**src/rtl/alu_pkg.sv**
```systemverilog
package alu_pkg;
    typedef enum logic [1:0] {
        S_IDLE  = 2'd0,
        S_EXTRA = 2'd1,
        S_DONE  = 2'd2
    } alu_state_t;
endpackage

```
**src/rtl/addsub_bin.sv**
```systemverilog
module addsub_bin #(
    parameter int W = 8
) (
    input  logic [W-1:0] a,
    input  logic [W-1:0] m,
    input  logic         c_in,
    input  logic         op_sub,
    output logic [W-1:0] sum,
    output logic         c_out,
    output logic         mp_msb
);
    logic [W-1:0] mp;
    logic [W:0]   full;

    always_comb begin
        mp     = op_sub ? ~m : m;
        full   = {1'b0, a} + {1'b0, mp} + {{W{1'b0}}, c_in};
        sum    = full[W-1:0];
        c_out  = full[W];
        mp_msb = mp[W-1];
    end
endmodule

```
**src/rtl/dec_digit.sv**
```systemverilog
module dec_digit (
    input  logic [3:0] a_d,
    input  logic [3:0] m_d,
    input  logic       c_in,
    input  logic       op_sub,
    output logic [3:0] digit,
    output logic       c_out
);
    logic [4:0] s5;
    logic [5:0] s6;
    logic [4:0] d5;

    always_comb begin
        s5 = {1'b0, a_d} + {1'b0, m_d} + {4'b0, c_in};
        s6 = (s5 > 5'd9) ? ({1'b0, s5} + 6'd6) : {1'b0, s5};
        d5 = {1'b0, a_d} - {1'b0, m_d} - {4'b0, ~c_in};
        if (op_sub) begin
            digit = d5[4] ? (d5[3:0] - 4'd6) : d5[3:0];
            c_out = ~d5[4];
        end else begin
            digit = s6[3:0];
            c_out = |s6[5:4];
        end
    end
endmodule

```
**src/rtl/dec_chain.sv**
```systemverilog
module dec_chain #(
    parameter int W = 8
) (
    input  logic [W-1:0] a,
    input  logic [W-1:0] m,
    input  logic         c_in,
    input  logic         op_sub,
    output logic [W-1:0] res,
    output logic         c_out
);
    localparam int DIGITS = W / 4;

    logic [DIGITS:0] carry;

    assign carry[0] = c_in;

    for (genvar g = 0; g < DIGITS; g++) begin : g_digit
        dec_digit u_dig (
            .a_d   (a[4*g +: 4]),
            .m_d   (m[4*g +: 4]),
            .c_in  (carry[g]),
            .op_sub(op_sub),
            .digit (res[4*g +: 4]),
            .c_out (carry[g+1])
        );
    end

    assign c_out = carry[DIGITS];
endmodule

```
**src/rtl/bcd_addsub_alu.sv**
```systemverilog
module bcd_addsub_alu #(
    parameter int W = 8
) (
    input  logic         clk,
    input  logic         rst_n,
    input  logic         start,
    input  logic         op_sub,
    input  logic         dec_mode,
    input  logic         fixed_mode,
    input  logic [W-1:0] a_in,
    input  logic [W-1:0] m_in,
    input  logic         c_in,
    output logic [W-1:0] result,
    output logic         flag_n,
    output logic         flag_v,
    output logic         flag_z,
    output logic         flag_c,
    output logic         extra_cycle,
    output logic         done
);
    import alu_pkg::*;

    localparam int MSB = W - 1;

    alu_state_t state, nxt;

    logic [W-1:0] bin_sum;
    logic         bin_c;
    logic         mp_msb;
    logic [W-1:0] dec_res;
    logic         dec_c;
    logic         a_msb_q;
    logic         mp_msb_q;
    logic         need_extra;

    addsub_bin #(.W(W)) u_bin (
        .a     (a_in),
        .m     (m_in),
        .c_in  (c_in),
        .op_sub(op_sub),
        .sum   (bin_sum),
        .c_out (bin_c),
        .mp_msb(mp_msb)
    );

    dec_chain #(.W(W)) u_dec (
        .a     (a_in),
        .m     (m_in),
        .c_in  (c_in),
        .op_sub(op_sub),
        .res   (dec_res),
        .c_out (dec_c)
    );

    assign need_extra = dec_mode & fixed_mode;

    always_ff @(posedge clk) begin
        if (!rst_n) state <= S_IDLE;
        else        state <= nxt;
    end

    always_comb begin
        nxt = state;
        unique case (state)
            S_IDLE:  if (start) nxt = need_extra ? S_EXTRA : S_DONE;
            S_EXTRA: nxt = S_DONE;
            S_DONE:  nxt = S_IDLE;
            default: nxt = S_IDLE;
        endcase
    end

    always_ff @(posedge clk) begin
        if (!rst_n) begin
            result      <= '0;
            flag_n      <= 1'b0;
            flag_v      <= 1'b0;
            flag_z      <= 1'b0;
            flag_c      <= 1'b0;
            extra_cycle <= 1'b0;
            done        <= 1'b0;
            a_msb_q     <= 1'b0;
            mp_msb_q    <= 1'b0;
        end else begin
            unique case (state)
                S_IDLE: begin
                    if (start) begin
                        a_msb_q  <= a_in[MSB];
                        mp_msb_q <= mp_msb;
                        result   <= dec_mode ? dec_res : bin_sum;
                        flag_c   <= dec_mode ? dec_c : bin_c;
                        if (need_extra) begin
                            extra_cycle <= 1'b1;
                        end else begin
                            flag_n <= bin_sum[MSB];
                            flag_z <= (bin_sum == '0);
                            flag_v <= (a_in[MSB] ^ bin_sum[MSB]) & (mp_msb ^ bin_sum[MSB]);
                            done   <= 1'b1;
                        end
                    end
                end
                S_EXTRA: begin
                    flag_n      <= result[MSB];
                    flag_z      <= (result == '0);
                    flag_v      <= (a_msb_q ^ result[MSB]) & (mp_msb_q ^ result[MSB]);
                    extra_cycle <= 1'b0;
                    done        <= 1'b1;
                end
                S_DONE: begin
                    done <= 1'b0;
                end
                default: begin
                    done        <= 1'b0;
                    extra_cycle <= 1'b0;
                end
            endcase
        end
    end
endmodule

```
**config.mk**
```make
export PLATFORM = sky130hd
export DESIGN_NAME = bcd_addsub_alu
export DESIGN_NICKNAME = d
export VERILOG_FILES = /design/src/rtl/alu_pkg.sv /design/src/rtl/addsub_bin.sv /design/src/rtl/dec_digit.sv /design/src/rtl/dec_chain.sv /design/src/rtl/bcd_addsub_alu.sv
export SDC_FILE = /design/constraint.sdc
export NUM_CORES = 1
export LEC_CHECK = 0
export ABC_AREA = 0
export BUFFER_PORTS_ARGS = -buffer_cell sky130_fd_sc_hd__buf_4
export CORE_MARGIN = 1.5
export CORE_UTILIZATION = 30
export CTS_CLUSTER_SIZE = 8
export DETAILED_ROUTE_END_ITERATION = 10
export GPL_TIMING_DRIVEN = 0
export HOLD_SLACK_MARGIN = 0.06
export PLACE_DENSITY = 0.52
export SLEW_MARGIN = 30
export SYNTH_ARGS = -nofsm -noshare
export SYNTH_HDL_FRONTEND = slang
export SYNTH_SLANG_ARGS = --single-unit
```
**constraint.sdc**
```tcl
create_clock -name clk -period 9.75 [get_ports clk]
set_clock_uncertainty 0.2 [all_clocks]
set_input_delay 1.95 -clock clk [delete_from_list [all_inputs] [get_ports clk]]
set_output_delay 1.95 -clock clk [all_outputs]
set_load 0.05 [all_outputs]
```
---- Word level (Yosys, flattened, before mapping) ----
Index checks and enable logic that the tools add are counted.
cells by class
  equality and inequality tests ........... 5
  $lt $le $gt $ge ......................... 2
  $add $sub $neg .......................... 14
  multiplexer cells ....................... 29
  bitwise gates (word level) .............. 13
  reduce and logical (&&, ||, !) cells .... 10
operator list
  kind                                                                  count
  8-bit logical NOT                                                     2
  4-bit two-way mux                                                     4
  8-bit two-way mux                                                     2
  1-bit two-way mux                                                     13
  5-bit by 3-bit adder with 6-bit output, second input constant         2
  6-bit two-way mux                                                     2
  4-bit by 4-bit adder with 5-bit output                                2
  5-bit by 1-bit adder with 5-bit output                                2
  5-bit by 4-bit > comparator with 1-bit output, second input constant  2
  1-bit one-hot mux with 2 select lines                                 5
  4-bit by 4-bit subtractor with 5-bit output                           2
  5-bit by 1-bit subtractor with 5-bit output                           2
  8-bit by 8-bit adder with 9-bit output                                1
  9-bit by 1-bit adder with 9-bit output                                1
  8-bit NOT                                                             1
  4-bit by 3-bit subtractor with 4-bit output, second input constant    2
  2-bit != test, second input constant                                  3
  3-bit AND reduction                                                   2
  1-bit NOT                                                             5
  2-bit two-way mux                                                     2
  2-bit one-hot mux with 2 select lines                                 1
  2-bit AND reduction                                                   2
  2-bit OR reduction                                                    2
  1-bit XOR                                                             4
  other kinds (5)                                                       7
storage, ports and cells
  register bits ........................... 18
  output and inout port bits .............. 14

---- Logic depth before layout (Yosys ltp) ----
Gate-level depths: netlist (run 1).
  depth in word-level cells ............... 12
  gate-level depth with buffers ........... 20
  gate-level depth less buffers ........... 20

---- Cells and area by module ----
From an unflattened synthesis (run 1), not the netlist that was laid out.
second synthesis, totals
  cell total of the unflattened synthesis .. 295
  area total of the unflattened synthesis .. 2549.9 µm²
modules (own cells, without submodules)
  module          instances  seq. area each (µm²)  area an instance (µm²)  cells an instance
  dec_digit       2          0.0                   643.1                   77
  bcd_addsub_alu  1          360.3                 845.8                   88
  addsub_bin      1          0.0                   417.9                   53

---- Worst setup path before layout (run 1) ----
Ideal clock, no wire load.
  path type ............................... input to register
  start ................................... input a_in[0]
  end ..................................... register result[6]
  setup slack ............................. 3.999 ns
  buffers on the path ..................... 0
  stages on the path ...................... 19
  required time ........................... 9.414 ns
  arrival time ............................ 5.415 ns
  path through ............................ inv_1 > fa_1 > inv_1 > fa_1 > inv_1 > ha_1 > mux2i_1 > mux2i_1 > fa_1 > inv_1 > fa_1 > xnor2_1 > inv_1 > ha_1 > nand2_1 > o31ai_1 > o21a_1 > o311ai_1 > a31oi_1
between the ends
  longest elaborated chain between the ends .. 12
  elaborated cells between the ends (all ways) .. 22
  those cells by class .................... add/sub (11); order compare (2); mux (6); bitwise (2); reduce/logical (1)
RTL lines
  item                                                                                                            RTL line              RTL
  start, declared                                                                                                 bcd_addsub_alu.sv:10  input logic [W-1:0] a_in,
  4-bit by 4-bit adder with 5-bit output                                                                          dec_digit.sv:14       s5 = {1'b0, a_d} + {1'b0, m_d} + {4'b0, c_in};
  5-bit by 1-bit adder with 5-bit output                                                                          dec_digit.sv:14
  5-bit by 3-bit adder with 6-bit output / 5-bit by 4-bit > comparator with 1-bit output (equally long branches)  dec_digit.sv:15       s6 = (s5 > 5'd9) ? ({1'b0, s5} + 6'd6) : {1'b0, s5};
  6-bit two-way mux                                                                                               dec_digit.sv:15
  2-bit OR reduction                                                                                              dec_digit.sv:22       c_out = |s6[5:4];
  1-bit two-way mux                                                                                               dec_digit.sv:17       if (op_sub) begin
  1-bit NOT                                                                                                       dec_digit.sv:16       d5 = {1'b0, a_d} - {1'b0, m_d} - {4'b0, ~c_in};
  5-bit by 1-bit subtractor with 5-bit output                                                                     dec_digit.sv:16
  4-bit by 3-bit subtractor with 4-bit output                                                                     dec_digit.sv:18       digit = d5[4] ? (d5[3:0] - 4'd6) : d5[3:0];
  4-bit two-way mux                                                                                               dec_digit.sv:18
  4-bit two-way mux                                                                                               dec_digit.sv:17
  8-bit two-way mux *                                                                                             bcd_addsub_alu.sv:89  result <= dec_mode ? dec_res : bin_sum;
  end signal, assigned                                                                                            bcd_addsub_alu.sv:89
  end, declared                                                                                                   bcd_addsub_alu.sv:13  output logic [W-1:0] result,
Every way passes the cells marked *; elsewhere a longest branch is shown, timed or not.
A chain may end at the register's enable or synchronous reset.

---- Worst setup path in the final report (run 1) ----
Ends and elaborated chain as after synthesis.

==> run_results.csv, run 1 <==
group,metric,value,unit
timing,relSlewSlack,0.641,
placed_design,dpl.hpwl,4770,um
critical_path,r2r_cells,6,
critical_path,crit_required,9.66,ns
clock_tree,cts_buffers,3,
worst_hold_path,holdPathStages,2,
yosys,synth.yosys.seq_area_share,0.157,
placed_design,dpl_cell_area,0.00267,mm2
floorplan,die_y,90.4,um
cells_and_area,top_regs,"result: 8 flops, state: 2 flops",
power,p_sw,0.000164,W
clock_tree,cts_hold_buf,0,
timing,rsz0062_at_grt,"false",
floorplan,dieArea,0.00817,mm2
placed_design,port_buffers,34,
job,max-cap-violations,0,
cells_and_area,largest-register,"result",
critical_path,crit_start,"a_in[0]",
routing,drt_iter0_drc,70,
power,power_frac_clock,0.159,
yosys,synth_nets,346,
clock_tree,post_cts_buffers,0,
yosys,synth_edf_count,0,
routing,drc_errors,0,
routing,totalWireLength,5630,um
power,power_density,136,mW/mm2
timing,fin_crit_sh,0.625,
global_route,grt_pass1_vias,2032,
power,vdd_drop_max,41.2,uV
timing,slew_viol_final,0,
cells_and_area,n_fill_cell,784,
worst_hold_path,worst_hold_startpoint,"done",
power,swShare,0.440,
routing,detail-route-antenna-nets,0,
floorplan,rows,31,
timing,setup_viol,0,
global_route,grt_pass1_wl,9540,um
routing,vias_per_cell,4.90,
timing,hold_viol_final,0,
yosys,synth_cell_types,55,
yosys,yosysWarnings,0,
cells_and_area,largest_reg_flops,8,
global_route,grt_max_degree,11,
yosys,synth_area,0.00229,mm2
critical_path,critPathMaxFanout,5,
run_status,outcome,"finished, final reports clean",
clock_tree,clkSinkCount,18,
critical_path,critPathCaptureType,"flop",
timing,tns,0,ns
yosys,synth-seq-cells,18,
cells_and_area,fin_nets,385,
global_route,grt_usage,0.140,
routing,vias,2062,
yosys,avgSynthCellArea,8.07,um2
timing,period_needed,6.09,ns
clock_tree,h-tree-depth,1,
cells_and_area,register_area,360,um2
cells_and_area,final_util,0.372,
power,p_seq_frac,0.237,
worst_hold_path,min-delay-path-class,"reg -> reg",
floorplan,dieWidth,90.4,um
power,power,0.000372,W
clock_tree,path_clk_slew,0.07,ns
clock_tree,cts_tree,"done",
power,internal-power,0.000208,W
global_route,grt-ovfl-total,0,
power,p_leak,1.24,nW
critical_path,rrSetupSlack,7.85,ns
floorplan,coreArea,0.00733,mm2
clock_tree,clockRootBuffer,"clkbuf_8",
routing,wire_per_inst,13.4,um
floorplan,initial_core_util,0.313,
power,comb_power_share,0.604,
critical_path,start_kind,"input pin",
yosys,async_reset_ff_frac,0,
clock_tree,clock_latency,0.25,ns
critical_path,rr_startpoint,"state[0]",
routing,drtPass1Iterations,4,
worst_hold_path,holdPathEnd,"done",
critical_path,r2r_end,"flag_z",
critical_path,path_class,"in -> reg",
placed_design,routabilityCongestion,0.779,
critical_path,cp.arrival,6.00,ns
yosys,syn_inst,284,
cells_and_area,n_antenna_cell,0,
cells_and_area,multiInputGateArea,0.00176,mm2
floorplan,io-pin-count,37,
cells_and_area,synthToLayoutAreaGrowth,19.0,%
clock_tree,cts_buffer_depth,2,
yosys,ys.flop_type,"dfxtp_1",
cells_and_area,final_cell_area,0.00273,mm2
timing,worstMarginPinSlew,0.535,ns
timing,fmax,164,MHz
cells_and_area,drive_gt1_frac,0.146,
global_route,antenna_found_initial,0,
clock_tree,cts_resized,0,
[power by group through the flow]
stage | logic, W | registers [W] | clock network, W
2_1_floorplan | 0.000144 | 0.000111 | 0
3_3_place_gp | 0.000222 | 0.0000894 | 0
3_5_place_dp | 0.000224 | 0.0000897 | 0
4_1_cts | 0.000225 | 0.0000880 | 0.0000616
5_1_grt | 0.000251 | 0.0000893 | 0.0000650
6_report | 0.000225 | 0.0000880 | 0.0000593
[worst max-delay path, stage by stage]
cell and delay [ns]:
buf_4 0.10, inv_1 0.08, fa_1 0.46, inv_1 0.09
fa_1 0.42, inv_1 0.13, ha_1 0.25, mux2i_1 0.09
mux2i_1 0.27, fa_1 0.27, inv_1 0.06, fa_1 0.41
xnor2_1 0.32, inv_1 0.09, ha_1 0.25, nand2_1 0.07
o31ai_1 0.09, o21a_1 0.22, o311ai_1 0.27, a31oi_1 0.12
[area by class of cell]
| class | instances | area share |
|---|---|---|
| repair buffers | 34 | 0.0937 |
| clock buffers | 4 | 0.0202 |
| plain buffers | 8 | 0.0156 |
| multi-input cells | 223 | 0.645 |
| flip-flops and latches | 18 | 0.132 |
| well taps | 99 | 0.0455 |
| inverters | 35 | 0.0482 |
[synthesized netlist by cell type (all sizes together), types with 10 or more instances]
cell type,number,area share
dfxtp,18,0.16
xor2,14,0.054
o21ai,13,0.028
inv,35,0.057
nor2,25,0.041
xnor2,13,0.050
fa,10,0.087
a21oi,13,0.032
nand2,16,0.027
ha,29,0.16
[metrics by stage]
step / hold WS, ns / instances / setup slack [ns]
floorplan: 0.246 / 284 / 4.00
global placement: 0.236 / 417 / 3.41
detailed placement: 0.238 / 417 / 3.38
CTS: 0.249 / 421 / 3.65
global route: 0.271 / 421 / 3.41
finish: 0.246 / 421 / 3.66
[cells by family (layout without fill, tap and decap cells)]
kind of cell / count (synthesis) / in the layout / synth area share
mux: 7 / 7 / 0.0306
buf+inv: 43 / 81 / 0.0759
xor+xnor: 27 / 27 / 0.103
compound gates: 76 / 76 / 0.233
fa+ha+maj: 39 / 39 / 0.246
flops: 18 / 18 / 0.157
simple gates: 74 / 74 / 0.155
[routing by layer]
layer	global-route usage	up-vias	part of all wire
met4	0.0238	0	0.0034
li1	-	1080	-
met5	0	-	0
met2	0.233	35	0.46
met1	0.200	945	0.51
met3	0.0109	2	0.026
[layout by cell type, fill, tap and decap left out, types with 10 or more instances in the layout]
master	n
ha_1	29
inv_1	34
fa_1	10
nor2_1	25
buf_4	35
nand2_1	15
o21ai_0	12
xor2_1	14
a21oi_1	11
dfxtp_1	18
xnor2_1	13
[how the worst max path moves through the flow]
stage                      endpoint  slack (ns)  cells past startpoint
final                     result[6]        3.66                     20
after global placement    result[6]        3.41                     20
after detailed placement  result[6]        3.38                     20
after floorplan           result[6]        4.00                     19
after global routing      result[6]        3.41                     21
after CTS                 result[6]        3.65                     20
Power figures use the tool's default switching activity.
==> run 2: changes to the inputs <==
--- a/config.mk
+++ b/config.mk
@@ -13,7 +13,7 @@
 export DETAILED_ROUTE_END_ITERATION = 10
 export GPL_TIMING_DRIVEN = 0
 export HOLD_SLACK_MARGIN = 0.06
-export PLACE_DENSITY = 0.52
+export PLACE_DENSITY = 0.53
 export SLEW_MARGIN = 30
 export SYNTH_ARGS = -nofsm -noshare
 export SYNTH_HDL_FRONTEND = slang
==> constraint.sdc (replaced) <==
create_clock -name clk -period 5.4 [get_ports clk]
set_clock_uncertainty 0.2 [all_clocks]
set_input_delay 1.08 -clock clk [delete_from_list [all_inputs] [get_ports clk]]
set_output_delay 1.08 -clock clk [all_outputs]
set_load 0.05 [all_outputs]
==> run_results.csv, run 2 (synthesis results as in run 1) <==
group,metric,value,unit
run_status,outcome,"finished, final reports clean",
floorplan,initial_core_util,0.313,
placed_design,place_ws,-0.101,ns
routing,drt_iter0_drc,65,
routing,detail-route-antenna-nets,0,
power,power_density,241,mW/mm2
global_route,grt_max_degree,11,
floorplan,rows,31,
routing,vias,2080,
cells_and_area,layout_commonest_cell,"buf_4",
cells_and_area,n_antenna_cell,0,
timing,rsz0062_at_grt,"false",
timing,relSlewSlack,0.638,
critical_path,cpPeakStageDelay,0.46,ns
clock_tree,post_cts_buffers,0,
global_route,grt_pass1_wl,9510,um
cells_and_area,final_cell_mix,"buf_4 (35), inv_1 (34), ha_1 (29)",
floorplan,io-pin-count,37,
placed_design,routabilityCongestion,0.769,
timing,worstMarginPinSlew,0.539,ns
clock_tree,clockRootBuffer,"clkbuf_8",
placed_design,port_buffers,34,
routing,drc_errors,0,
cells_and_area,final_util,0.372,
timing,worst_slack,0.323,ns
clock_tree,clock_latency,0.25,ns
cells_and_area,n_fill_cell,774,
cells_and_area,largest_reg_flops,8,
power,power_frac_clock,0.139,
clock_tree,path_clk_slew,0.07,ns
critical_path,rrSetupSlack,3.51,ns
global_route,grt-ovfl-total,0,
timing,fin_crit_sh,0.940,
job,max-cap-violations,0,
critical_path,slowest_stage,"fa_1",
placed_design,dpl_cell_area,0.00267,mm2
clock_tree,clkSinkCount,18,
power,swShare,0.449,
critical_path,critical_path.cell_chain,"buf_4 -> inv_1 -> fa_1 -> inv_1 -> fa_1 -> inv_1 -> ha_1 -> mux2i_1 -> mux2i_2 -> fa_1 -> inv_1 -> fa_1 -> xnor2_2 -> inv_1 -> ha_1 -> nand2_1 -> o31ai_1 -> o21a_1 -> o311ai_1 -> a31oi_1",
timing,hold_viol_final,0,
timing,fmax,197,MHz
global_route,antenna_found_initial,0,
routing,drtPass1Iterations,4,
cells_and_area,top_regs,"result: 8 flops, state: 2 flops",
routing,totalWireLength,5590,um
critical_path,cp_common_cell,"inv_1",
critical_path,critPathCaptureType,"flop",
clock_tree,cts_tree,"done",
critical_path,path_class,"in -> reg",
floorplan,die_y,90.4,um
critical_path,crit_required,5.32,ns
cells_and_area,final_cell_area,0.00273,mm2
floorplan,dieWidth,90.4,um
placed_design,dp_cells,417,
timing,period_needed,5.08,ns
cells_and_area,finalNonFillerCells,420,
power,p_leak,1.24,nW
power,p_seq_frac,0.241,
worst_hold_path,min-delay-path-class,"reg -> reg",
timing,slew_viol_final,0,
power,vdd_drop_max,82.7,uV
power,comb_power_share,0.620,
timing,setup_viol,0,
routing,wire_per_inst,13.3,um
critical_path,cp.arrival,4.99,ns
cells_and_area,drive_gt1_frac,0.153,
cells_and_area,synthToLayoutAreaGrowth,19.2,%
critical_path,start_kind,"input pin",
global_route,grt_pass1_vias,1997,
placed_design,dpl.hpwl,4730,um
power,internal-power,0.000363,W
cells_and_area,largest-register,"result",
timing,tns,0,ns
power,p_sw,0.000296,W
clock_tree,cts_buffer_depth,2,
clock_tree,cts_buffers,3,
cells_and_area,fin_nets,385,
clock_tree,h-tree-depth,1,
global_route,grt_usage,0.140,
floorplan,coreArea,0.00733,mm2
routing,vias_per_cell,4.95,
critical_path,critPathMaxFanout,5,
floorplan,dieArea,0.00817,mm2
==> run 2: power by group through the flow <==
| stage | sequential, W | combinational [W] | clock (W) |
|---|---|---|---|
| after global routing | 0.000161 | 0.000456 | 0.000100 |
| after detailed placement | 0.000162 | 0.000404 | 0 |
| after CTS | 0.000159 | 0.000407 | 0.0000944 |
| after floorplan | 0.000200 | 0.000260 | 0 |
| final | 0.000159 | 0.000409 | 0.0000917 |
| after global placement | 0.000162 | 0.000402 | 0 |
==> run 2: critical path, delay by kind of cell <==
| family | cells | cell delay (ns) |
|---|---|---|
| compound gates | 4 | 0.70 |
| xor+xnor | 1 | 0.22 |
| buf+inv | 6 | 0.50 |
| simple gates | 1 | 0.06 |
| fa+ha+maj | 6 | 2.03 |
| mux | 2 | 0.37 |
==> run 2: worst paths after layout <==
check            from         to  cells past startpoint
max           a_in[0]  result[6]                     20
min              done       done                      2
max reg2reg  state[0]     flag_z                      6
min reg2reg      done       done                      2
==> run 2: layout make-up <==
type	instances	area [um2]	share of cell area
multi-input cells	223	1780	0.650
plain buffers	8	42.5	0.0156
flip-flops and latches	18	360	0.132
clock buffers	3	41.3	0.0151
repair buffers	34	255	0.0935
well taps	99	124	0.0454
inverters	35	131	0.0481
==> run 2: what timing repair did <==
action | in CTS | in global routing
hold buffers | 0 | 0
gates resized for setup | 0 | 3
setup endpoints to repair | 0 | 2
==> run 2: stage by stage <==
stage	hold WS, ns	total power, W
floorplan	0.246	0.000459
global placement	0.239	0.000563
detailed placement	0.243	0.000566
CTS	0.253	0.000660
global route	0.303	0.000717
finish	0.247	0.000659
==> run 2: layer usage <==
metal  vias up  wire length, um  GRT usage  part of all wire
met5         -                0          0                 0
met4         0               22     0.0291            0.0039
met3         2              238     0.0152             0.043
met2        61             2400      0.222              0.43
met1       938             2930      0.203              0.52
li1       1079                -          -                 -
